[src/rtl/crm_pkg.sv]
package crm_pkg;
  localparam int unsigned CRM_TOL = 4;
  localparam int unsigned CRM_REL = 2;

  typedef enum logic [1:0] {
    EV_NONE = 2'd0,
    EV_GOOD = 2'd1,
    EV_BAD  = 2'd2
  } crm_ev_e;
endpackage

[src/rtl/crm_lrck_sync.sv]
module crm_lrck_sync #(
  parameter int unsigned STAGES = 2
) (
  input  logic clk_i,
  input  logic rst_ni,
  input  logic lrck_i,
  output logic rise_o
);
  logic [STAGES-1:0] chain_q;
  logic              prev_q;

  always_ff @(posedge clk_i or negedge rst_ni) begin
    if (!rst_ni) chain_q[0] <= 1'b0;
    else         chain_q[0] <= lrck_i;
  end

  for (genvar g = 1; g < STAGES; g++) begin : g_stage
    always_ff @(posedge clk_i or negedge rst_ni) begin
      if (!rst_ni) chain_q[g] <= 1'b0;
      else         chain_q[g] <= chain_q[g-1];
    end
  end

  always_ff @(posedge clk_i or negedge rst_ni) begin
    if (!rst_ni) prev_q <= 1'b0;
    else         prev_q <= chain_q[STAGES-1];
  end

  assign rise_o = chain_q[STAGES-1] & ~prev_q;
endmodule

[src/rtl/crm_period_cnt.sv]
module crm_period_cnt #(
  parameter int unsigned CNT_W = 12
) (
  input  logic             clk_i,
  input  logic             rst_ni,
  input  logic             rise_i,
  output logic [CNT_W-1:0] cnt_o,
  output logic [CNT_W-1:0] meas_o,
  output logic             sat_o
);
  localparam logic [CNT_W-1:0] CNT_MAX = {CNT_W{1'b1}};

  logic [CNT_W-1:0] cnt_q;
  logic [CNT_W-1:0] cnt_inc;

  assign sat_o   = (cnt_q == CNT_MAX);
  assign cnt_inc = sat_o ? CNT_MAX : cnt_q + 1'b1;
  assign meas_o  = cnt_inc;
  assign cnt_o   = cnt_q;

  always_ff @(posedge clk_i or negedge rst_ni) begin
    if (!rst_ni)     cnt_q <= '0;
    else if (rise_i) cnt_q <= '0;
    else             cnt_q <= cnt_inc;
  end
endmodule

[src/rtl/crm_window.sv]
module crm_window #(
  parameter int unsigned CNT_W = 12,
  parameter int unsigned TOL   = 4
) (
  input  logic [CNT_W-1:0] meas_i,
  input  logic [CNT_W-1:0] ratio_i,
  output logic             in_win_o
);
  localparam int unsigned EXT_W = CNT_W + 1;
  localparam logic [EXT_W-1:0] TOL_E = EXT_W'(TOL);

  logic [EXT_W-1:0] meas_e, ratio_e;
  logic             lo_ok, hi_ok;

  assign meas_e   = {1'b0, meas_i};
  assign ratio_e  = {1'b0, ratio_i};
  assign lo_ok    = (meas_e + TOL_E) >= ratio_e;
  assign hi_ok    = meas_e <= (ratio_e + TOL_E);
  assign in_win_o = lo_ok & hi_ok;
endmodule

[src/rtl/crm_ctrl.sv]
module crm_ctrl
  import crm_pkg::*;
#(
  parameter int unsigned REL = CRM_REL
) (
  input  logic clk_i,
  input  logic rst_ni,
  input  logic lock_i,
  input  logic rise_i,
  input  logic in_win_i,
  input  logic sat_i,
  input  logic det_en_i,
  input  logic clr_i,
  output logic in_sync_o,
  output logic sticky_o,
  output logic mute_o,
  output logic freeze_o
);
  localparam int unsigned GW = $clog2(REL + 1);
  localparam logic [GW-1:0] REL_V = GW'(REL);

  logic          armed_q, sync_q, sync_d, sticky_q, mute_q, frz_q;
  logic [GW-1:0] good_q, good_d;
  crm_ev_e       ev;

  always_comb begin
    ev = EV_NONE;
    if (!lock_i || sat_i)                ev = EV_BAD;
    else if (rise_i && armed_q)          ev = in_win_i ? EV_GOOD : EV_BAD;
  end

  always_comb begin
    good_d = good_q;
    sync_d = sync_q;
    unique case (ev)
      EV_BAD: begin
        good_d = '0;
        sync_d = 1'b0;
      end
      EV_GOOD: begin
        if (good_q < REL_V) good_d = good_q + 1'b1;
        if (good_q + 1'b1 >= REL_V) sync_d = 1'b1;
      end
      default: ;
    endcase
  end

  always_ff @(posedge clk_i or negedge rst_ni) begin
    if (!rst_ni) begin
      armed_q  <= 1'b0;
      good_q   <= '0;
      sync_q   <= 1'b0;
      sticky_q <= 1'b0;
      mute_q   <= 1'b1;
      frz_q    <= 1'b1;
    end else begin
      if (!lock_i)     armed_q <= 1'b0;
      else if (rise_i) armed_q <= 1'b1;
      good_q <= good_d;
      sync_q <= sync_d;
      if (ev == EV_BAD) sticky_q <= 1'b1;
      else if (clr_i)   sticky_q <= 1'b0;
      mute_q <= det_en_i & ~sync_d;
      frz_q  <= det_en_i & ~sync_d;
    end
  end

  assign in_sync_o = sync_q;
  assign sticky_o  = sticky_q;
  assign mute_o    = mute_q;
  assign freeze_o  = frz_q;
endmodule

[src/rtl/clk_ratio_mon.sv]
module clk_ratio_mon
  import crm_pkg::*;
#(
  parameter int unsigned CNT_W   = 12,
  parameter int unsigned TOL     = CRM_TOL,
  parameter int unsigned REL     = CRM_REL,
  parameter int unsigned STAGES  = 2
) (
  input  logic             clk_i,
  input  logic             rst_ni,
  input  logic             lrck_i,
  input  logic             pll_lock_i,
  input  logic [CNT_W-1:0] ratio_n_i,
  input  logic             det_en_i,
  input  logic             stat_clr_i,
  output logic             mute_o,
  output logic             freeze_o,
  output logic             in_sync_o,
  output logic             stat_sticky_o
);
  logic             lrck_rise;
  logic [CNT_W-1:0] period_cnt;
  logic [CNT_W-1:0] period_meas;
  logic             cnt_sat;
  logic             in_win;

  crm_lrck_sync #(.STAGES(STAGES)) i_sync (
    .clk_i (clk_i),
    .rst_ni(rst_ni),
    .lrck_i(lrck_i),
    .rise_o(lrck_rise)
  );

  crm_period_cnt #(.CNT_W(CNT_W)) i_cnt (
    .clk_i (clk_i),
    .rst_ni(rst_ni),
    .rise_i(lrck_rise),
    .cnt_o (period_cnt),
    .meas_o(period_meas),
    .sat_o (cnt_sat)
  );

  crm_window #(.CNT_W(CNT_W), .TOL(TOL)) i_win (
    .meas_i  (period_meas),
    .ratio_i (ratio_n_i),
    .in_win_o(in_win)
  );

  crm_ctrl #(.REL(REL)) i_ctrl (
    .clk_i    (clk_i),
    .rst_ni   (rst_ni),
    .lock_i   (pll_lock_i),
    .rise_i   (lrck_rise),
    .in_win_i (in_win),
    .sat_i    (cnt_sat),
    .det_en_i (det_en_i),
    .clr_i    (stat_clr_i),
    .in_sync_o(in_sync_o),
    .sticky_o (stat_sticky_o),
    .mute_o   (mute_o),
    .freeze_o (freeze_o)
  );
endmodule

[config.mk]
export PLATFORM = sky130hd
export DESIGN_NAME = clk_ratio_mon
export DESIGN_NICKNAME = d
export VERILOG_FILES = /design/src/rtl/crm_pkg.sv /design/src/rtl/crm_lrck_sync.sv /design/src/rtl/crm_period_cnt.sv /design/src/rtl/crm_window.sv /design/src/rtl/crm_ctrl.sv /design/src/rtl/clk_ratio_mon.sv
export SDC_FILE = /design/constraint.sdc
export NUM_CORES = 1
export LEC_CHECK = 0
export BUFFER_PORTS_ARGS = -buffer_cell sky130_fd_sc_hd__buf_4
export CAP_MARGIN = 5
export CELL_PAD_IN_SITES_DETAIL_PLACEMENT = 1
export CELL_PAD_IN_SITES_GLOBAL_PLACEMENT = 1
export CORE_UTILIZATION = 41
export DETAILED_ROUTE_END_ITERATION = 8
export GPL_TIMING_DRIVEN = 0
export PLACE_DENSITY_LB_ADDON = 0.1
export SLEW_MARGIN = 10
export SYNTH_ARGS = -nofsm -noshare
export SYNTH_HDL_FRONTEND = slang
export SYNTH_SLANG_ARGS = --single-unit
export TNS_END_PERCENT = 100
[constraint.sdc]
create_clock -name clk_i -period 4.05 [get_ports clk_i]
set_input_delay 0.2025 -clock clk_i [delete_from_list [all_inputs] [get_ports clk_i]]
set_output_delay 0.2025 -clock clk_i [all_outputs]
set_load 0.02 [all_outputs]
==> impl_metrics.ini, run 1 <==
[status]
status = complete, no violations

[global_route]
grt_usage = 0.216
grt_pass1_vias = 1787
grt_pass1_wl_microns = 8800
grt_overflow = 0
grt_max_degree = 22
grt_antenna_before_repair = 0

[floorplan]
start_util = 0.431
die_x_microns = 72.9
io_pins = 22
core_sq_um = 4790
die_area_sq_um = 5310
die_h_microns = 72.9
rows = 25

[critical_path]
crit_path_start_kind = flop
r2r_cells = 16
critical_path.max_fanout = 9
cp.required_ns = 4.25
reg2reg_slack_ns = 0.27
r2r-start = i_cnt.cnt_o[8]
rr_endpoint = i_ctrl.mute_o
critical_path.endpoint_type = flop
crit_arrival_ns = 3.98
worstSetupPathType = reg2reg

[synthesis]
ys_warn_count = 0
synth-async-reset-ratio = 1.00
syn_area_sq_um = 2060
ys_types = 55
synth_edf_count = 0
seq_area_frac_synth = 0.256
syn-instance-count = 232
ys_ff_latch = 21
ys.flop_type = dfrtp_1
syn_area_per_cell_sq_um = 8.88
syn-num-nets = 277

[timing]
finalCritPeriodShare = 0.933
timing.fmax_mhz = 265
finClkSkew_ns = 0.00824
drv_slew = 0
holdWs_ns = 0.0424
finalCriticalPeriod_ns = 3.78
tns_ns = 0
tightest_slew_ns = 0.467
hold_viol = 0
setup-violations-final = 0
slew_headroom = 0.689

[worst_hold_path]
hp-class = in2reg
min_from = lrck_i
holdPathEnd = i_sync.chain_q[0]
hold_path_depth = 1

[finish]
n_antenna_cell = 0
syn_to_final_growth_pct = 19.0
layout_commonest_cell = buf_4
nets = 308
layout_common_cells = 29 x buf_4, 25 x ha_1, 19 x inv_1
drive_gt1_frac = 0.225
postLayoutCoreUtil = 0.512

[placement]
port_buffers = 21
gp_congestion = 0.820
dp_hpwl_microns = 4310

[clock_network]
cts_made_buffers = 3
cts_tree = built
htree_levels = 1
clock_sinks = 21
path_clk_slew_ns = 0.08
root_buffer = clkbuf_8
clockBufferDepth = 2
clock_latency_ns = 0.26

[power]
power_density_nw_per_um2 = 266
leakage_uw = 0.00116
max-vdd-ir-drop_v = 0.000142

[routing]
viasPerCell = 5.45
first_pass_iters = 4
post_drt_wl_per_cell_microns = 16.1
drc = 0
num_vias = 1792
routed_wl_microns = 5310
ant_nets = 0
dr.first_iter.drc_count = 50

[flow_run]
drv_cap = 0
## synthesized netlist by cell type (2+ instances only)
master,count,share of area
ha_1,27,0.16
dfrtp_1,20,0.24
inv_1,19,0.035
xnor2_1,17,0.072
nor2_1,15,0.027
nand2_1,13,0.024
o21ai_0,12,0.029
nand3_1,10,0.024
nor2b_1,9,0.027
a21oi_1,6,0.015
nand4_1,6,0.018
a31oi_1,5,0.015
nor3_1,5,0.012
o211ai_1,4,0.015
and3_1,3,0.0091
and4_1,3,0.013
buf_4,3,0.011
nand2b_1,3,0.0091
o21a_1,3,0.011
or3_1,3,0.0091
xor2_1,3,0.013
a21o_1,2,0.0073
a21oi_4,2,0.016
a41oi_1,2,0.0085
clkbuf_1,2,0.0036
nand4_2,2,0.012
nor3b_1,2,0.0073
nor4_1,2,0.0061
o21ai_1,2,0.0049
o31ai_1,2,0.0073
## per-layer routing
| metal | part of all wire | track usage | vias up |
|---|---|---|---|
| met2 | 0.48 | 0.364 | 19 |
| met4 | 0.0040 | 0.0349 | 0 |
| met5 | 0 | 0 | - |
| met3 | 0.020 | 0.0221 | 2 |
| li1 | - | - | 905 |
| met1 | 0.50 | 0.305 | 866 |
## worst max-delay path: stages, from the launching register on
cell and delay [ns]:
dfrtp_1 0.47, nand4_2 0.23, or3_4 0.51, o21ai_2 0.10, ha_2 0.23, o31ai_1 0.09
xnor2_1 0.21, ha_1 0.29, a211oi_1 0.25, o21ai_0 0.13, o211ai_1 0.12, a31oi_2 0.17
o31a_1 0.28, ha_1 0.30, nor2_1 0.05, o22a_1 0.19, nor2b_1 0.11
## where the power goes
group          internal (uW)  total, uW  switching, uW
combinational            115        271            156
sequential               228        242           14.2
clock                   69.4        140           70.3
total                    412        652            240
## metrics by stage
step	total power, uW	instance area, sq um	setup slack, ns	std cells
after floorplan	414	2060	0.251	232
after global placement	484	2300	-0.477	320
after detailed placement	494	2300	-0.549	320
after CTS	655	2410	0.0448	326
after global routing	705	2450	-0.0106	329
final	652	2450	0.272	329
## how the worst max path moves through the flow
| stage | to | slack, ns | start | cells after the start |
|---|---|---|---|---|
| 4_1_cts | i_ctrl.mute_o | 0.04 | i_cnt.cnt_o[0] | 18 |
| 6_report | i_ctrl.mute_o | 0.27 | i_cnt.cnt_o[8] | 16 |
| 3_3_place_gp | i_ctrl.mute_o | -0.48 | i_cnt.cnt_o[0] | 18 |
| 2_1_floorplan | i_ctrl.mute_o | 0.25 | i_cnt.cnt_o[0] | 18 |
| 3_5_place_dp | i_ctrl.mute_o | -0.55 | i_cnt.cnt_o[0] | 19 |
| 5_1_grt | i_ctrl.mute_o | -0.01 | i_cnt.cnt_o[8] | 17 |
## cell families (layout without fill, tap and decap cells)
| kind of cell | count (synthesis) | count (layout) | synth area share |
|---|---|---|---|
| AND/OR/NAND/NOR | 84 | 84 | 0.243 |
| AO/OA/AOI/OAI | 51 | 51 | 0.181 |
| adder cells (fa/ha/maj) | 27 | 27 | 0.164 |
| buffers and inverters | 27 | 57 | 0.0589 |
| flip-flops | 21 | 21 | 0.256 |
| XOR/XNOR | 20 | 20 | 0.0850 |
| multiplexers | 2 | 2 | 0.0121 |
## repair_timing
action                                  in CTS  in global routing
pin swaps                                    1                  3
endpoints found under the hold margin       20                  0
endpoints found under the setup margin       5                  5
setup buffers                                1                  4
hold buffers                                 1                  0
resized for setup                           11                  3
## area by class of cell
| class | instances | area (sq um) |
|---|---|---|
| clock buffers | 3 | 41.3 |
| multi-input cells | 184 | 1470 |
| plain buffers | 6 | 42.5 |
| flip-flops and latches | 21 | 531 |
| fillers | 594 | 2330 |
| clock inverters | 1 | 7.51 |
| inverters | 20 | 75.1 |
| well taps | 67 | 83.8 |
| repair buffers | 27 | 205 |
## flip-flops by register name, summed over array words and instances, names as in the netlist
| signal | flops |
|---|---|
| i_ctrl.good_q | 2 |
| i_ctrl.mute_o | 1 |
| i_sync.chain_q | 2 |
| i_ctrl.armed_q | 1 |
| i_cnt.cnt_o | 12 |
| i_ctrl.sticky_o | 1 |
| i_sync.prev_q | 1 |
| i_ctrl.in_sync_o | 1 |
No activity file was read; power rests on OpenSTA's default activity.
==> inputs of run 2 (changes only) <==
- HOLD_SLACK_MARGIN: not set -> 0.06
==> run 2 against run 1 <==
Effect of this change: wire length increased by 0.36%; total power barely moved; clock skew is 0.00093 ns lower; maximum frequency up 0.29%; largest cell class unchanged; hold slack better by 0.11 ns; combinational power about the same; sequential power hardly changed; critical path type unchanged; non-clock buffer count is 1 higher.
==> impl_metrics.ini, run 2 (synthesized netlist as in run 1, its figures left out) <==
[flow_run]
drv_cap = 0

[finish]
postLayoutCoreUtil = 0.515
largest_reg_flops = 12
ff_latch_area_sq_um = 531
layout_commonest_cell = buf_4
nFillCells = 593
drive_gt1_frac = 0.224
multi_input_area_sq_um = 1470
layout_common_cells = 29 x buf_4, 25 x ha_1, 19 x inv_1
n_antenna_cell = 0
syn_to_final_growth_pct = 19.5
nets = 309

[floorplan]
rows = 25
core_sq_um = 4790
start_util = 0.431
die_x_microns = 72.9
die_h_microns = 72.9
io_pins = 22
die_area_sq_um = 5310

[clock_network]
cts_tree = built
clockBufferDepth = 2
path_clk_slew_ns = 0.08
clock_latency_ns = 0.26
htree_levels = 1
cts_made_buffers = 3
clock_sinks = 21
root_buffer = clkbuf_8

[global_route]
grt_usage = 0.218
grt_overflow = 0
grt_pass1_vias = 1798
grt_antenna_before_repair = 0
grt_pass1_wl_microns = 8850
grt_max_degree = 22

[routing]
first_pass_iters = 4
viasPerCell = 5.45
routed_wl_microns = 5330
ant_nets = 0
post_drt_wl_per_cell_microns = 16.1
num_vias = 1799
dr.first_iter.drc_count = 43
drc = 0

[timing]
finClkSkew_ns = 0.00730
hold_viol = 0
drv_slew = 0
tightest_slew_ns = 0.465
finalCritPeriodShare = 0.930
slew_headroom = 0.690
finalCriticalPeriod_ns = 3.77
holdWs_ns = 0.154
timing.fmax_mhz = 265
setup-violations-final = 0

[power]
power_density_nw_per_um2 = 265
max-vdd-ir-drop_v = 0.000143
leakage_uw = 0.00117

[placement]
port_buffers = 21
gp_congestion = 0.820
dp_hpwl_microns = 4310

[critical_path]
crit_slowest_cell = or3_4
cpLargestDelayFamily = compound AO/OA/AOI/OAI gates
crit_path_start_kind = flop
worstSetupPathType = reg2reg
cp_num_cells = 16
path_common_cell = ha_1
crit_arrival_ns = 3.97
cp_slowest_stage_delay_ns = 0.50
r2r_cells = 16
critical_path.endpoint_type = flop
crit_buf_inv = 0
cp.required_ns = 4.25
cp_cell_sequence = nand4_2, or3_4, o21ai_2, ha_2, o31ai_1, xnor2_1, ha_1, a211oi_1, o21ai_0, o211ai_1, a31oi_2, o31a_1, ha_1, nor2_1, o22a_1, nor2b_1
critical_path.max_fanout = 9

[status]
status = complete, no violations

[worst_hold_path]
hp-class = in2reg
hold_path_depth = 2
-- run 2: routing by layer --
metal	routed length [microns]	part of all wire	GRT usage	vias up
met5	0	0	0	-
met2	2560	0.48	0.369	19
met3	108	0.020	0.0221	4
met1	2630	0.49	0.306	869
li1	-	-	-	907
met4	27	0.0051	0.0349	0
-- run 2: what timing repair did --
item                                    in CTS  in global routing
gates resized for setup                     11                  3
hold buffers                                 2                  0
pin swaps                                    1                  3
hold endpoints to repair                    21                  0
setup buffers                                1                  4
endpoints found under the setup margin       5                  5
-- run 2: final cells by class --
| class | instances | area share |
|---|---|---|
| multi-input cells | 184 | 0.596 |
| flip-flops and latches | 21 | 0.215 |
| repair buffers | 28 | 0.0874 |
| well taps | 67 | 0.0340 |
| inverters | 20 | 0.0305 |
| plain buffers | 6 | 0.0173 |
| clock buffers | 3 | 0.0168 |
| clock inverters | 1 | 0.00305 |
-- run 2: final timing paths --
path / to / slack (ns) / from
setup / recovery: i_ctrl.mute_o / 0.28 / i_cnt.cnt_o[8]
hold / removal: i_ctrl.mute_o / 0.15 / det_en_i
setup reg to reg: i_ctrl.mute_o / 0.28 / i_cnt.cnt_o[8]
hold reg to reg: i_sync.chain_q[1] / 0.36 / i_sync.chain_q[0]
max in group asynchronous: i_ctrl.mute_o / 3.43 / rst_ni
min in group asynchronous: i_ctrl.in_sync_o / 0.36 / rst_ni
-- run 2: report_power, final --
group / switching, uW / internal [uW] / leakage, uW
registers: 14.6 / 228 / 0.000270
logic: 156 / 116 / 0.000876
clock network: 70.0 / 69.4 / 0.0000217
total: 240 / 412 / 0.00117
-- run 2: worst register-to-register path, cell delays in order (launching register included) --
cell	delay (ns)
dfrtp_1	0.47
nand4_2	0.22
or3_4	0.50
o21ai_2	0.10
ha_2	0.23
o31ai_1	0.09
xnor2_1	0.21
ha_1	0.29
a211oi_1	0.25
o21ai_0	0.13
o211ai_1	0.12
a31oi_2	0.17
o31a_1	0.28
ha_1	0.30
nor2_1	0.05
o22a_1	0.19
nor2b_1	0.11
-- run 2: metrics by stage --
step                setup WS, ns  setup TNS, ns  instances  cell area (sq um)  total power [uW]
global placement          -0.477          -1.85        320               2300               484
floorplan                  0.251              0        232               2060               414
finish                     0.283              0        330               2460               653
global route             -0.0106        -0.0106        330               2460               706
CTS                       0.0448              0        327               2420               655
detailed placement        -0.549          -2.21        320               2300               494
